File: src/rtl/ssw_pkg.sv
package ssw_pkg;

    localparam int ENT_W    = 64;
    localparam int PG_SHIFT = 12;
    localparam int IDX_W    = 9;

    localparam int BIT_R  = 0;
    localparam int BIT_W  = 1;
    localparam int BIT_PS = 7;
    localparam int BIT_A  = 8;
    localparam int BIT_D  = 9;

    typedef enum logic [1:0] {
        FLT_NONE  = 2'd0,
        FLT_RANGE = 2'd1,
        FLT_CTX   = 2'd2,
        FLT_PAGE  = 2'd3
    } fault_e;

    typedef enum logic [2:0] {
        ST_IDLE,
        ST_RD_REQ,
        ST_RD_WAIT,
        ST_WB_REQ,
        ST_WB_WAIT,
        ST_RR_REQ,
        ST_RR_WAIT,
        ST_DONE
    } wstate_e;

    typedef struct packed {
        logic [ENT_W-1:0] entry;
        logic             changed;
    } ad_upd_t;

    function automatic logic is_leaf(input logic ps_bit, input logic at_bottom);
        return at_bottom | ps_bit;
    endfunction

    function automatic fault_e fault_for(input logic [7:0] lvl, input logic [7:0] start);
        return (lvl == start) ? FLT_CTX : FLT_PAGE;
    endfunction

endpackage

File: src/rtl/ssw_range_chk.sv
module ssw_range_chk #(
    parameter int IOVA_W  = 48,
    parameter int AW_W    = 6,
    parameter int MAX_LVL = 4,
    parameter int LVL_W   = 3
) (
    input  logic [IOVA_W-1:0] iova,
    input  logic [AW_W-1:0]   aw,
    input  logic [LVL_W-1:0]  level,
    output logic              reject
);
    logic above;
    logic lvl_bad;

    always_comb begin
        above = 1'b0;
        for (int i = 0; i < IOVA_W; i++) begin
            if (iova[i] && (32'(i) >= 32'(aw)))
                above = 1'b1;
        end
    end

    assign lvl_bad = (level == '0) || (32'(level) > MAX_LVL);
    assign reject  = above | lvl_bad;

endmodule

File: src/rtl/ssw_index.sv
module ssw_index #(
    parameter int IOVA_W  = 48,
    parameter int PA_W    = 48,
    parameter int MAX_LVL = 4,
    parameter int LVL_W   = 3
) (
    input  logic [PA_W-1:0]   base,
    input  logic [IOVA_W-13:0] vpn,
    input  logic [LVL_W-1:0]  level,
    output logic [PA_W-1:0]   addr
);
    import ssw_pkg::*;

    localparam int VPN_W = IOVA_W - PG_SHIFT;

    logic [IDX_W-1:0] idx_at [MAX_LVL+1];
    logic [IDX_W-1:0] sel;

    assign idx_at[0] = '0;

    for (genvar g = 1; g <= MAX_LVL; g++) begin : g_lvl
        localparam int LO = IDX_W * (g - 1);
        if (LO + IDX_W <= VPN_W) begin : g_full
            assign idx_at[g] = vpn[LO +: IDX_W];
        end else if (LO < VPN_W) begin : g_part
            assign idx_at[g] = IDX_W'(vpn[VPN_W-1:LO]);
        end else begin : g_none
            assign idx_at[g] = '0;
        end
    end

    always_comb begin
        sel = '0;
        for (int i = 1; i <= MAX_LVL; i++) begin
            if (level == LVL_W'(i))
                sel = idx_at[i];
        end
    end

    assign addr = {base[PA_W-1:PG_SHIFT], sel, 3'b000};

endmodule

File: src/rtl/ssw_ad_logic.sv
module ssw_ad_logic (
    input  logic [63:0]       entry_in,
    input  logic              ad_en,
    input  logic              is_write,
    input  logic              rd_ok,
    input  logic              wr_ok,
    output ssw_pkg::ad_upd_t  upd
);
    import ssw_pkg::*;

    logic mark_d;
    logic mark_a;

    assign mark_d = ad_en & is_write & wr_ok & ~entry_in[BIT_D];
    assign mark_a = ad_en & ~entry_in[BIT_A] & ((~is_write & rd_ok) | mark_d);

    always_comb begin
        upd.entry        = entry_in;
        upd.entry[BIT_D] = entry_in[BIT_D] | mark_d;
        upd.entry[BIT_A] = entry_in[BIT_A] | mark_a;
        upd.changed      = mark_d | mark_a;
    end

endmodule

File: src/rtl/ssw_walker.sv
module ssw_walker #(
    parameter int IOVA_W  = 48,
    parameter int PA_W    = 48,
    parameter int MAX_LVL = 4,
    parameter int LVL_W   = $clog2(MAX_LVL + 1),
    parameter int AW_W    = $clog2(IOVA_W + 1)
) (
    input  logic              clk,
    input  logic              rst,
    input  logic              req_valid,
    output logic              req_ready,
    input  logic [IOVA_W-1:0] req_iova,
    input  logic              req_write,
    input  logic [PA_W-1:0]   req_root,
    input  logic [LVL_W-1:0]  req_level,
    input  logic [AW_W-1:0]   req_aw,
    input  logic              req_ad_en,
    output logic              mem_req_valid,
    input  logic              mem_req_ready,
    output logic              mem_req_we,
    output logic [PA_W-1:0]   mem_req_addr,
    output logic [63:0]       mem_req_wdata,
    input  logic              mem_rsp_valid,
    input  logic              mem_rsp_err,
    input  logic [63:0]       mem_rsp_rdata,
    output logic              rsp_valid,
    output logic [1:0]        rsp_fault,
    output logic [63:0]       rsp_entry,
    output logic [LVL_W-1:0]  rsp_level,
    output logic              rsp_read_ok,
    output logic              rsp_write_ok
);
    import ssw_pkg::*;

    localparam int VPN_W = IOVA_W - PG_SHIFT;

    wstate_e            state;
    logic [VPN_W-1:0]   cur_vpn;
    logic               cur_write;
    logic               cur_ad;
    logic [LVL_W-1:0]   start_lvl;
    logic [LVL_W-1:0]   cur_lvl;
    logic [PA_W-1:0]    cur_base;
    logic [PA_W-1:0]    leaf_addr;
    logic [63:0]        leaf_entry;
    logic [63:0]        out_entry;
    logic               rd_acc;
    logic               wr_acc;
    fault_e             flt_q;

    logic               reject;
    logic [PA_W-1:0]    idx_addr;
    logic               rd_next;
    logic               wr_next;
    logic               leaf_hit;
    logic [PA_W-1:0]    next_base;
    ad_upd_t            upd;

    ssw_range_chk #(
        .IOVA_W (IOVA_W),
        .AW_W   (AW_W),
        .MAX_LVL(MAX_LVL),
        .LVL_W  (LVL_W)
    ) u_range (
        .iova  (req_iova),
        .aw    (req_aw),
        .level (req_level),
        .reject(reject)
    );

    ssw_index #(
        .IOVA_W (IOVA_W),
        .PA_W   (PA_W),
        .MAX_LVL(MAX_LVL),
        .LVL_W  (LVL_W)
    ) u_index (
        .base (cur_base),
        .vpn  (cur_vpn),
        .level(cur_lvl),
        .addr (idx_addr)
    );

    assign rd_next   = rd_acc & mem_rsp_rdata[BIT_R];
    assign wr_next   = wr_acc & mem_rsp_rdata[BIT_W];
    assign leaf_hit  = is_leaf(mem_rsp_rdata[BIT_PS], cur_lvl == LVL_W'(1));
    assign next_base = {mem_rsp_rdata[PA_W-1:PG_SHIFT], {PG_SHIFT{1'b0}}};

    ssw_ad_logic u_ad (
        .entry_in(mem_rsp_rdata),
        .ad_en   (cur_ad),
        .is_write(cur_write),
        .rd_ok   (rd_next),
        .wr_ok   (wr_next),
        .upd     (upd)
    );

    always_ff @(posedge clk) begin
        if (rst) begin
            state      <= ST_IDLE;
            cur_vpn    <= '0;
            cur_write  <= 1'b0;
            cur_ad     <= 1'b0;
            start_lvl  <= '0;
            cur_lvl    <= '0;
            cur_base   <= '0;
            leaf_addr  <= '0;
            leaf_entry <= '0;
            out_entry  <= '0;
            rd_acc     <= 1'b0;
            wr_acc     <= 1'b0;
            flt_q      <= FLT_NONE;
        end else begin
            case (state)
                ST_IDLE: begin
                    if (req_valid) begin
                        cur_vpn   <= req_iova[IOVA_W-1:PG_SHIFT];
                        cur_write <= req_write;
                        cur_ad    <= req_ad_en;
                        start_lvl <= req_level;
                        cur_lvl   <= req_level;
                        cur_base  <= req_root;
                        rd_acc    <= 1'b1;
                        wr_acc    <= 1'b1;
                        out_entry <= '0;
                        if (reject) begin
                            flt_q <= FLT_RANGE;
                            state <= ST_DONE;
                        end else begin
                            flt_q <= FLT_NONE;
                            state <= ST_RD_REQ;
                        end
                    end
                end
                ST_RD_REQ: begin
                    if (mem_req_ready) begin
                        leaf_addr <= idx_addr;
                        state     <= ST_RD_WAIT;
                    end
                end
                ST_RD_WAIT: begin
                    if (mem_rsp_valid) begin
                        if (mem_rsp_err) begin
                            flt_q <= fault_for(8'(cur_lvl), 8'(start_lvl));
                            state <= ST_DONE;
                        end else begin
                            rd_acc <= rd_next;
                            wr_acc <= wr_next;
                            if (leaf_hit) begin
                                if (upd.changed) begin
                                    leaf_entry <= upd.entry;
                                    state      <= ST_WB_REQ;
                                end else begin
                                    out_entry <= mem_rsp_rdata;
                                    state     <= ST_DONE;
                                end
                            end else begin
                                cur_base <= next_base;
                                cur_lvl  <= cur_lvl - LVL_W'(1);
                                state    <= ST_RD_REQ;
                            end
                        end
                    end
                end
                ST_WB_REQ: begin
                    if (mem_req_ready)
                        state <= ST_WB_WAIT;
                end
                ST_WB_WAIT: begin
                    if (mem_rsp_valid) begin
                        if (mem_rsp_err) begin
                            flt_q <= fault_for(8'(cur_lvl), 8'(start_lvl));
                            state <= ST_DONE;
                        end else begin
                            state <= ST_RR_REQ;
                        end
                    end
                end
                ST_RR_REQ: begin
                    if (mem_req_ready)
                        state <= ST_RR_WAIT;
                end
                ST_RR_WAIT: begin
                    if (mem_rsp_valid) begin
                        if (mem_rsp_err) begin
                            flt_q <= fault_for(8'(cur_lvl), 8'(start_lvl));
                        end else begin
                            out_entry <= mem_rsp_rdata;
                        end
                        state <= ST_DONE;
                    end
                end
                ST_DONE: state <= ST_IDLE;
                default: state <= ST_IDLE;
            endcase
        end
    end

    assign req_ready     = (state == ST_IDLE);
    assign mem_req_valid = (state == ST_RD_REQ) || (state == ST_WB_REQ) || (state == ST_RR_REQ);
    assign mem_req_we    = (state == ST_WB_REQ);
    assign mem_req_addr  = (state == ST_RD_REQ) ? idx_addr : leaf_addr;
    assign mem_req_wdata = leaf_entry;

    assign rsp_valid    = (state == ST_DONE);
    assign rsp_fault    = flt_q;
    assign rsp_entry    = out_entry;
    assign rsp_level    = cur_lvl;
    assign rsp_read_ok  = rd_acc;
    assign rsp_write_ok = wr_acc;


    req_hold_chk: assert property (@(posedge clk) disable iff (rst)
        mem_req_valid && !mem_req_ready |=>
            mem_req_valid && $stable(mem_req_addr) && $stable(mem_req_we));


    one_out_chk: assert property (@(posedge clk) disable iff (rst)
        mem_rsp_valid |-> !mem_req_valid);


    no_wb_chk: assert property (@(posedge clk) disable iff (rst)
        mem_req_valid && mem_req_we |-> cur_ad);


    wb_acc_chk: assert property (@(posedge clk) disable iff (rst)
        mem_req_valid && mem_req_we |-> mem_req_wdata[BIT_A]);


    busy_pulse_chk: assert property (@(posedge clk) disable iff (rst)
        rsp_valid |=> !rsp_valid && req_ready);

endmodule

File: config.mk
export PLATFORM = sky130hd
export DESIGN_NAME = ssw_walker
export DESIGN_NICKNAME = d
export VERILOG_FILES = /design/src/rtl/ssw_pkg.sv /design/src/rtl/ssw_range_chk.sv /design/src/rtl/ssw_index.sv /design/src/rtl/ssw_ad_logic.sv /design/src/rtl/ssw_walker.sv
export SDC_FILE = /design/constraint.sdc
export NUM_CORES = 1
export LEC_CHECK = 0
export BUFFER_PORTS_ARGS = -buffer_cell sky130_fd_sc_hd__buf_4
export CAP_MARGIN = 20
export CELL_PAD_IN_SITES_DETAIL_PLACEMENT = 1
export CELL_PAD_IN_SITES_GLOBAL_PLACEMENT = 2
export CORE_MARGIN = 3
export CORE_UTILIZATION = 32
export CTS_BUF_LIST = sky130_fd_sc_hd__clkbuf_4
export CTS_CLUSTER_SIZE = 28
export DETAILED_ROUTE_END_ITERATION = 8
export GPL_TIMING_DRIVEN = 0
export PLACE_DENSITY = 0.88
export SLEW_MARGIN = 20
export SYNTH_ARGS = -nofsm -noshare
export SYNTH_HDL_FRONTEND = slang
export SYNTH_SLANG_ARGS = --single-unit
File: constraint.sdc
create_clock -name clk -period 6.55 [get_ports clk]
set_input_delay 1.31 -clock clk [delete_from_list [all_inputs] [get_ports clk]]
set_output_delay 1.31 -clock clk [all_outputs]
set_load 0.03 [all_outputs]
==> results.txt, run 1 <==
share of post-route cells with drive strength above 1: 29.3%
Max stage delay on crit path: 0.40 ns
DRC: 0
Total GRT Usage: 26.9%
H-tree Lvls: 3
critical path's top delay family: buffers and inverters
Cell variety after synth: 55
Seq cells post-synth: 260
Post-synth EDFFs: 0
final setup TNS: 0 ns
sequential share of the synthesized area: 44.3%
switching part of the total: 40.6%
first-pass detailed-route iteration total: 5
initial antenna violation count: 4
first-pass GRT wire length: 79.4 mm
WL/cell: 22.6 um
pwr dens: 358 nW/um2
Sinks on Clock Net: 260
PnR Total Power: 0.00567 W
fin util: 44.2%
DRT iter0 DRCs: 747
CTS Buf Count: 73
Root Driver: clkbuf_4
wirelength, routed: 54.4 mm
Max Fclk: 224 MHz
Die Wd: 198 um
vias in the first global route: 12802
clk slew on worst S/H paths: 0.06 ns
CP Buf/Inv Count: 3
Syn Inst Count: 1463
critical path class: reg2out
largest net degree at the start of global routing: 11
final period utilization: 68.0%
Fin Hold WS: 0.455 ns
Seq pwr share: 34.8%
post-route cell area: 15800 um2
Post-DP Area: 14900 um2
nets: 2068
Critical Path Sink Type: output pin
CTS resizes: 0
Synthesis Warnings: 0
CTS tree: built
Final Skew: 0.0507 ns
Port-buffer cells: 346
Post-CTS Hold Buffers: 0
Worst VDD drop: 144 uV
crit path DAT: 3.15 ns
Tightest Pin Transition: 1.04 ns
gpl congestion: 0.919
Pleak: 6.37 nW
core area: 35800 um2
minimum clock period after layout: 4.46 ns
remaining antenna violation count: 0
Post-CTS Repair Setup Buffers: 0
logic gate share of total power: 38.8%
grt total ovfl: 0
Cell Chain, Critical Path: inv_1, ha_1, clkbuf_1, nand3b_1, a21oi_1, a21oi_1, nor2_1, a31oi_1, a21oi_1, buf_4
Die Ht: 198 um
MaxCap Viol Count: 0
Initial Utilization: 32.8%
Synth Flop Type: dfxtp_1
Max-slew headroom: 30.1%
worst path required time: 5.24 ns
via count: 12490
CP max stage cell: clkbuf_1
Async S/R FF share, synth: 0%
final hold vios: 0
Hold Crit Class: reg2reg
Die ar.: 39000 um2
Syn Area/Cell: 8.03 um2
type of origin of the critical path: flip-flop
Mapped Area: 11700 um2
P_sw: 0.00231 W
RSZ-0062 raised after global routing: no
Area Overhead vs Synth: 34.9%
final setup vio count: 0
Rows: 69
I/O pin count: 364
Int Power: 0.00337 W
most used cell, CP: a21oi_1
status: finished clean
Max Slew Vio Count: 0
post-DR vias/cell: 5.20
Worst Path Max Fanout: 10
CTS max path bufs: 3
fillcell total: 4445
HPWL reported at the end of detailed placement: 42.4 mm
Clock Latency Late Sink: 0.73 ns
Clock power frac: 26.4%
-- power groups by stage --
stage               Combinational, W  Clock [W]  Sequential (W)
global placement             0.00216          0         0.00200
floorplan                    0.00138          0         0.00203
global route                 0.00237    0.00163         0.00200
finish                       0.00220    0.00150         0.00197
detailed placement           0.00219          0         0.00200
CTS                          0.00220    0.00154         0.00197
-- worst register-to-register path: stages (launching register included) --
cell      delay [ns]
dfxtp_1         0.47
inv_1           0.13
ha_1            0.20
buf_2           0.19
a21oi_1         0.48
inv_1           0.11
nand4_1         0.35
clkbuf_1        0.59
nand2_1         0.13
a21oi_1         0.16
-- worst paths after layout --
path	from	end	slack (ns)	cells past startpoint
max	rsp_level[0]	mem_req_addr[11]	2.09	10
max reg2reg	rsp_level[1]	mem_req_wdata[13]	3.63	9
min reg2reg	leaf_addr[30]	leaf_addr[30]	0.45	2
min	leaf_addr[30]	leaf_addr[30]	0.45	2
-- per-layer routing --
layer | track usage, % | share of wire, % | wire, um
met5 | 0 | 0 | 0
met4 | 9.15 | 2.8 | 1520
met3 | 6.77 | 6.6 | 3580
met2 | 43.8 | 47 | 25600
met1 | 35.0 | 44 | 23700
-- cell usage after synthesis (3+ instances only) --
| cell | n | area, um2 |
|---|---|---|
| nand2b_1 | 65 | 407 |
| nor3_1 | 8 | 40.0 |
| and2_1 | 3 | 18.8 |
| nand3b_1 | 10 | 75.1 |
| xnor2_1 | 4 | 35.0 |
| buf_1 | 9 | 33.8 |
| mux2_2 | 36 | 405 |
| buf_2 | 31 | 155 |
| a21o_1 | 3 | 22.5 |
| a311oi_1 | 8 | 70.1 |
| dfxtp_1 | 260 | 5200 |
| buf_6 | 4 | 45.0 |
| a31oi_1 | 14 | 87.6 |
| a21oi_1 | 191 | 956 |
| nor2b_1 | 6 | 37.5 |
| a211oi_1 | 13 | 97.6 |
| ha_1 | 5 | 62.6 |
| o21ai_0 | 23 | 115 |
| clkbuf_1 | 68 | 255 |
| nor2_1 | 89 | 334 |
| o211ai_1 | 5 | 37.5 |
| nand3_1 | 9 | 45.0 |
| buf_4 | 5 | 37.5 |
| and3_1 | 3 | 18.8 |
| inv_1 | 11 | 41.3 |
| mux2i_1 | 66 | 661 |
| nand2_1 | 441 | 1660 |
| o22ai_1 | 5 | 31.3 |
| a311oi_2 | 30 | 450 |
| a22oi_1 | 4 | 30.0 |
-- stage by stage --
stage | setup slack (ns) | cells
final | 2.09 | 2402
after global routing | 1.81 | 2402
after CTS | 2.06 | 2397
after detailed placement | 2.60 | 2272
after global placement | 2.78 | 2272
after floorplan | 3.02 | 1465
-- flip-flops by register name, summed over array words and instances, names as in the netlist, 2 cells and up --
name and flops:
cur_base 36, rsp_level 3, mem_req_wdata 64, rsp_entry 64
cur_vpn 36, state 3, start_lvl 3, rsp_fault 2
leaf_addr 45
-- placed cells by master (no fill, tap or decap), types with 30 or more instances in the layout --
cell and instances:
buf_4 351, nand2b_1 65, clkbuf_1 68, a311oi_2 30, buf_2 31, a21oi_1 191, mux2_2 36, mux2i_1 66
clkbuf_4 105, nor2_1 89, dfxtp_1 260, nand2_1 441
-- logic make-up after synthesis --
kind of cell    count (synthesis)  share of synthesized area (%)
fa+ha+maj                       5                          0.533
compound gates                312                           17.3
buf+inv                       129                           4.87
simple gates                  650                           23.5
other cells                     1                         0.0319
mux                           102                           9.08
flops                         260                           44.3
xor+xnor                        4                          0.298
-- final cells by class --
class	instances	area [um2]	area share (%)
timing repair buffer	346	2600	16.4
sequential	260	5200	32.9
multi-input combinational	1076	5970	37.7
antenna	5	12.5	0.0790
clock buffer	105	788	4.98
inverter	12	45.0	0.284
clock inverter	20	110	0.695
buffer	117	527	3.33
tap	461	577	3.64
(Power assumes the default switching activity.)
==> run 2: changes to the inputs <==
- CORE_UTILIZATION: 32 -> 30
- PLACE_DENSITY: 0.88 -> 0.84
- clock period: 6.55 -> 4.51 ns (I/O delays scaled with it)
==> run 2 against run 1 <==
Compared with the run above: clock-buffer cell count is 9 higher; setup slack worse by 1.6 ns; via count is 1.1% lower; largest cell class unchanged; sequential share of layout area down 0.22 points; critical endpoint unchanged; critical path depth is 1 lower; register-to-register slack got worse by 2.0 ns; global-route usage fell by 1.4 points; power up 47%; critical path type unchanged.
==> results.txt, run 2 (synthesis gave the netlist of run 1 again) <==
Worst Path Max Fanout: 10
RSZ-0062 raised after global routing: no
Rows: 71
FF-to-FF setup slack: 1.63 ns
Final Skew: 0.0486 ns
H-tree Lvls: 3
met1 wire length: 23.5 mm
final hold vios: 0
top layer in use: met5
share of post-route cells with drive strength above 1: 29.6%
core area: 38100 um2
Max Slew Vio Count: 0
commonest non-fill, non-tap cells in the layout: nand2_1, buf_4, dfxtp_1, a21oi_1, clkbuf_4
CTS resizes: 0
pwr dens: 523 nW/um2
Total GRT Usage: 25.6%
Max stage delay on crit path: 0.48 ns
Max Fclk: 250 MHz
Worst setup endpoint: mem_req_addr[11]
DRC: 0
largest net degree at the start of global routing: 11
first-pass detailed-route iteration total: 5
Sinks on Clock Net: 260
Pleak: 6.41 nW
minimum clock period after layout: 4.00 ns
CP Buf/Inv Count: 2
R2R Path End: mem_req_wdata[43]
Clock Latency Late Sink: 0.72 ns
grt total ovfl: 0
CP max stage cell: dfxtp_1
Port-buffer cells: 346
Max-slew headroom: 27.9%
critical path depth in cells: 9
final setup vio count: 0
Fin Hold WS: 0.453 ns
critical path's top delay family: compound AO/OA/AOI/OAI gates
Worst VDD drop: 217 uV
metal3 WL: 4.16 mm
WL/cell: 22.4 um
most common cell after layout, fill and taps aside: nand2_1
placed insts: 2322
final setup TNS: 0 ns
most used cell, CP: a21oi_1
I/O pin count: 364
wirelength, routed: 55.1 mm
Critical Path Sink Type: output pin
Cell Chain, Critical Path: ha_1, clkbuf_1, nand3b_1, a21oi_1, a21oi_1, nor2_1, a31oi_1, a21oi_1, buf_4
nets: 2072
worst path required time: 3.61 ns
final period utilization: 88.8%
post-route cell area: 15900 um2
critical path class: reg2out
DRT iter0 DRCs: 684
initial antenna violation count: 3
final cell count without fillers: 2455
Die Wd: 204 um
Tightest Pin Transition: 1.08 ns
fillcell total: 4707
Die ar.: 41500 um2
Post-CTS Repair Setup Buffers: 0
HPWL reported at the end of detailed placement: 42.8 mm
Post-CTS Hold Buffers: 0
crit path from: rsp_level[1]
crit path DAT: 3.10 ns
Root Driver: clkbuf_4
CTS tree: built
Die Ht: 204 um
remaining antenna violation count: 0
first-pass GRT wire length: 79.9 mm
post-DR vias/cell: 5.03
CTS max path bufs: 3
CTS Buf Count: 77
Post-DP Area: 15000 um2
vias in the first global route: 12773
R2R depth: 9
via count: 12349
worst r2r src: rsp_level[1]
type of origin of the critical path: flip-flop
status: finished clean
clk slew on worst S/H paths: 0.06 ns
Routed met2 length: 25.6 mm
gpl congestion: 0.891
Area Overhead vs Synth: 35.8%
fin util: 41.8%
MaxCap Viol Count: 0
Hold Crit Class: in2reg
Initial Utilization: 30.8%
==> run 2: final cells by class <==
| cell class | instances | area, um2 | share of cell area, % |
|---|---|---|---|
| multi-input combinational | 1076 | 5970 | 37.5 |
| tap | 511 | 639 | 4.01 |
| timing repair buffer | 346 | 2600 | 16.3 |
| inverter | 12 | 45.0 | 0.283 |
| clock inverter | 17 | 95.1 | 0.597 |
| sequential | 260 | 5200 | 32.7 |
| buffer | 117 | 527 | 3.30 |
| antenna | 2 | 5.00 | 0.0314 |
| clock buffer | 114 | 856 | 5.37 |
==> run 2: power breakdown <==
part	internal, W	switching (W)	leakage [nW]	total (W)
Sequential	0.00262	0.000249	2.11	0.00287
Combinational	0.00115	0.00205	3.73	0.00320
Clock	0.00121	0.00106	0.567	0.00227
==> run 2: layer usage <==
| layer | vias up | track usage (%) |
|---|---|---|
| li1 | 5821 | - |
| met1 | 5963 | 32.7 |
| met2 | 456 | 41.6 |
| met3 | 107 | 6.74 |
| met4 | 2 | 9.34 |
| met5 | - | 0 |
==> run 2: through the flow <==
step,power [W],setup slack (ns)
after floorplan,0.00495,1.39
after global placement,0.00606,1.09
after detailed placement,0.00612,1.04
after CTS,0.00841,0.437
after global routing,0.00884,0.198
final,0.00834,0.507
==> run 2: how the worst min path moves through the flow <==
| stage | startpoint | end | slack [ns] | depth (start not counted) |
|---|---|---|---|---|
| 6_report | mem_rsp_rdata[48] | mem_req_wdata[48] | 0.45 | 3 |
| 5_1_grt | req_ad_en | cur_ad | 0.39 | 3 |
| 2_1_floorplan | leaf_addr[12] | leaf_addr[12] | 0.43 | 2 |
| 4_1_cts | req_write | cur_write | 0.38 | 3 |
| 3_3_place_gp | leaf_addr[12] | leaf_addr[12] | 0.44 | 2 |
| 3_5_place_dp | leaf_addr[29] | leaf_addr[29] | 0.45 | 2 |
==> run 2: tightest hold or removal path: stages <==
cell and delay (ns):
buf_4 0.11, nand2_1 0.05, a21oi_1 0.05
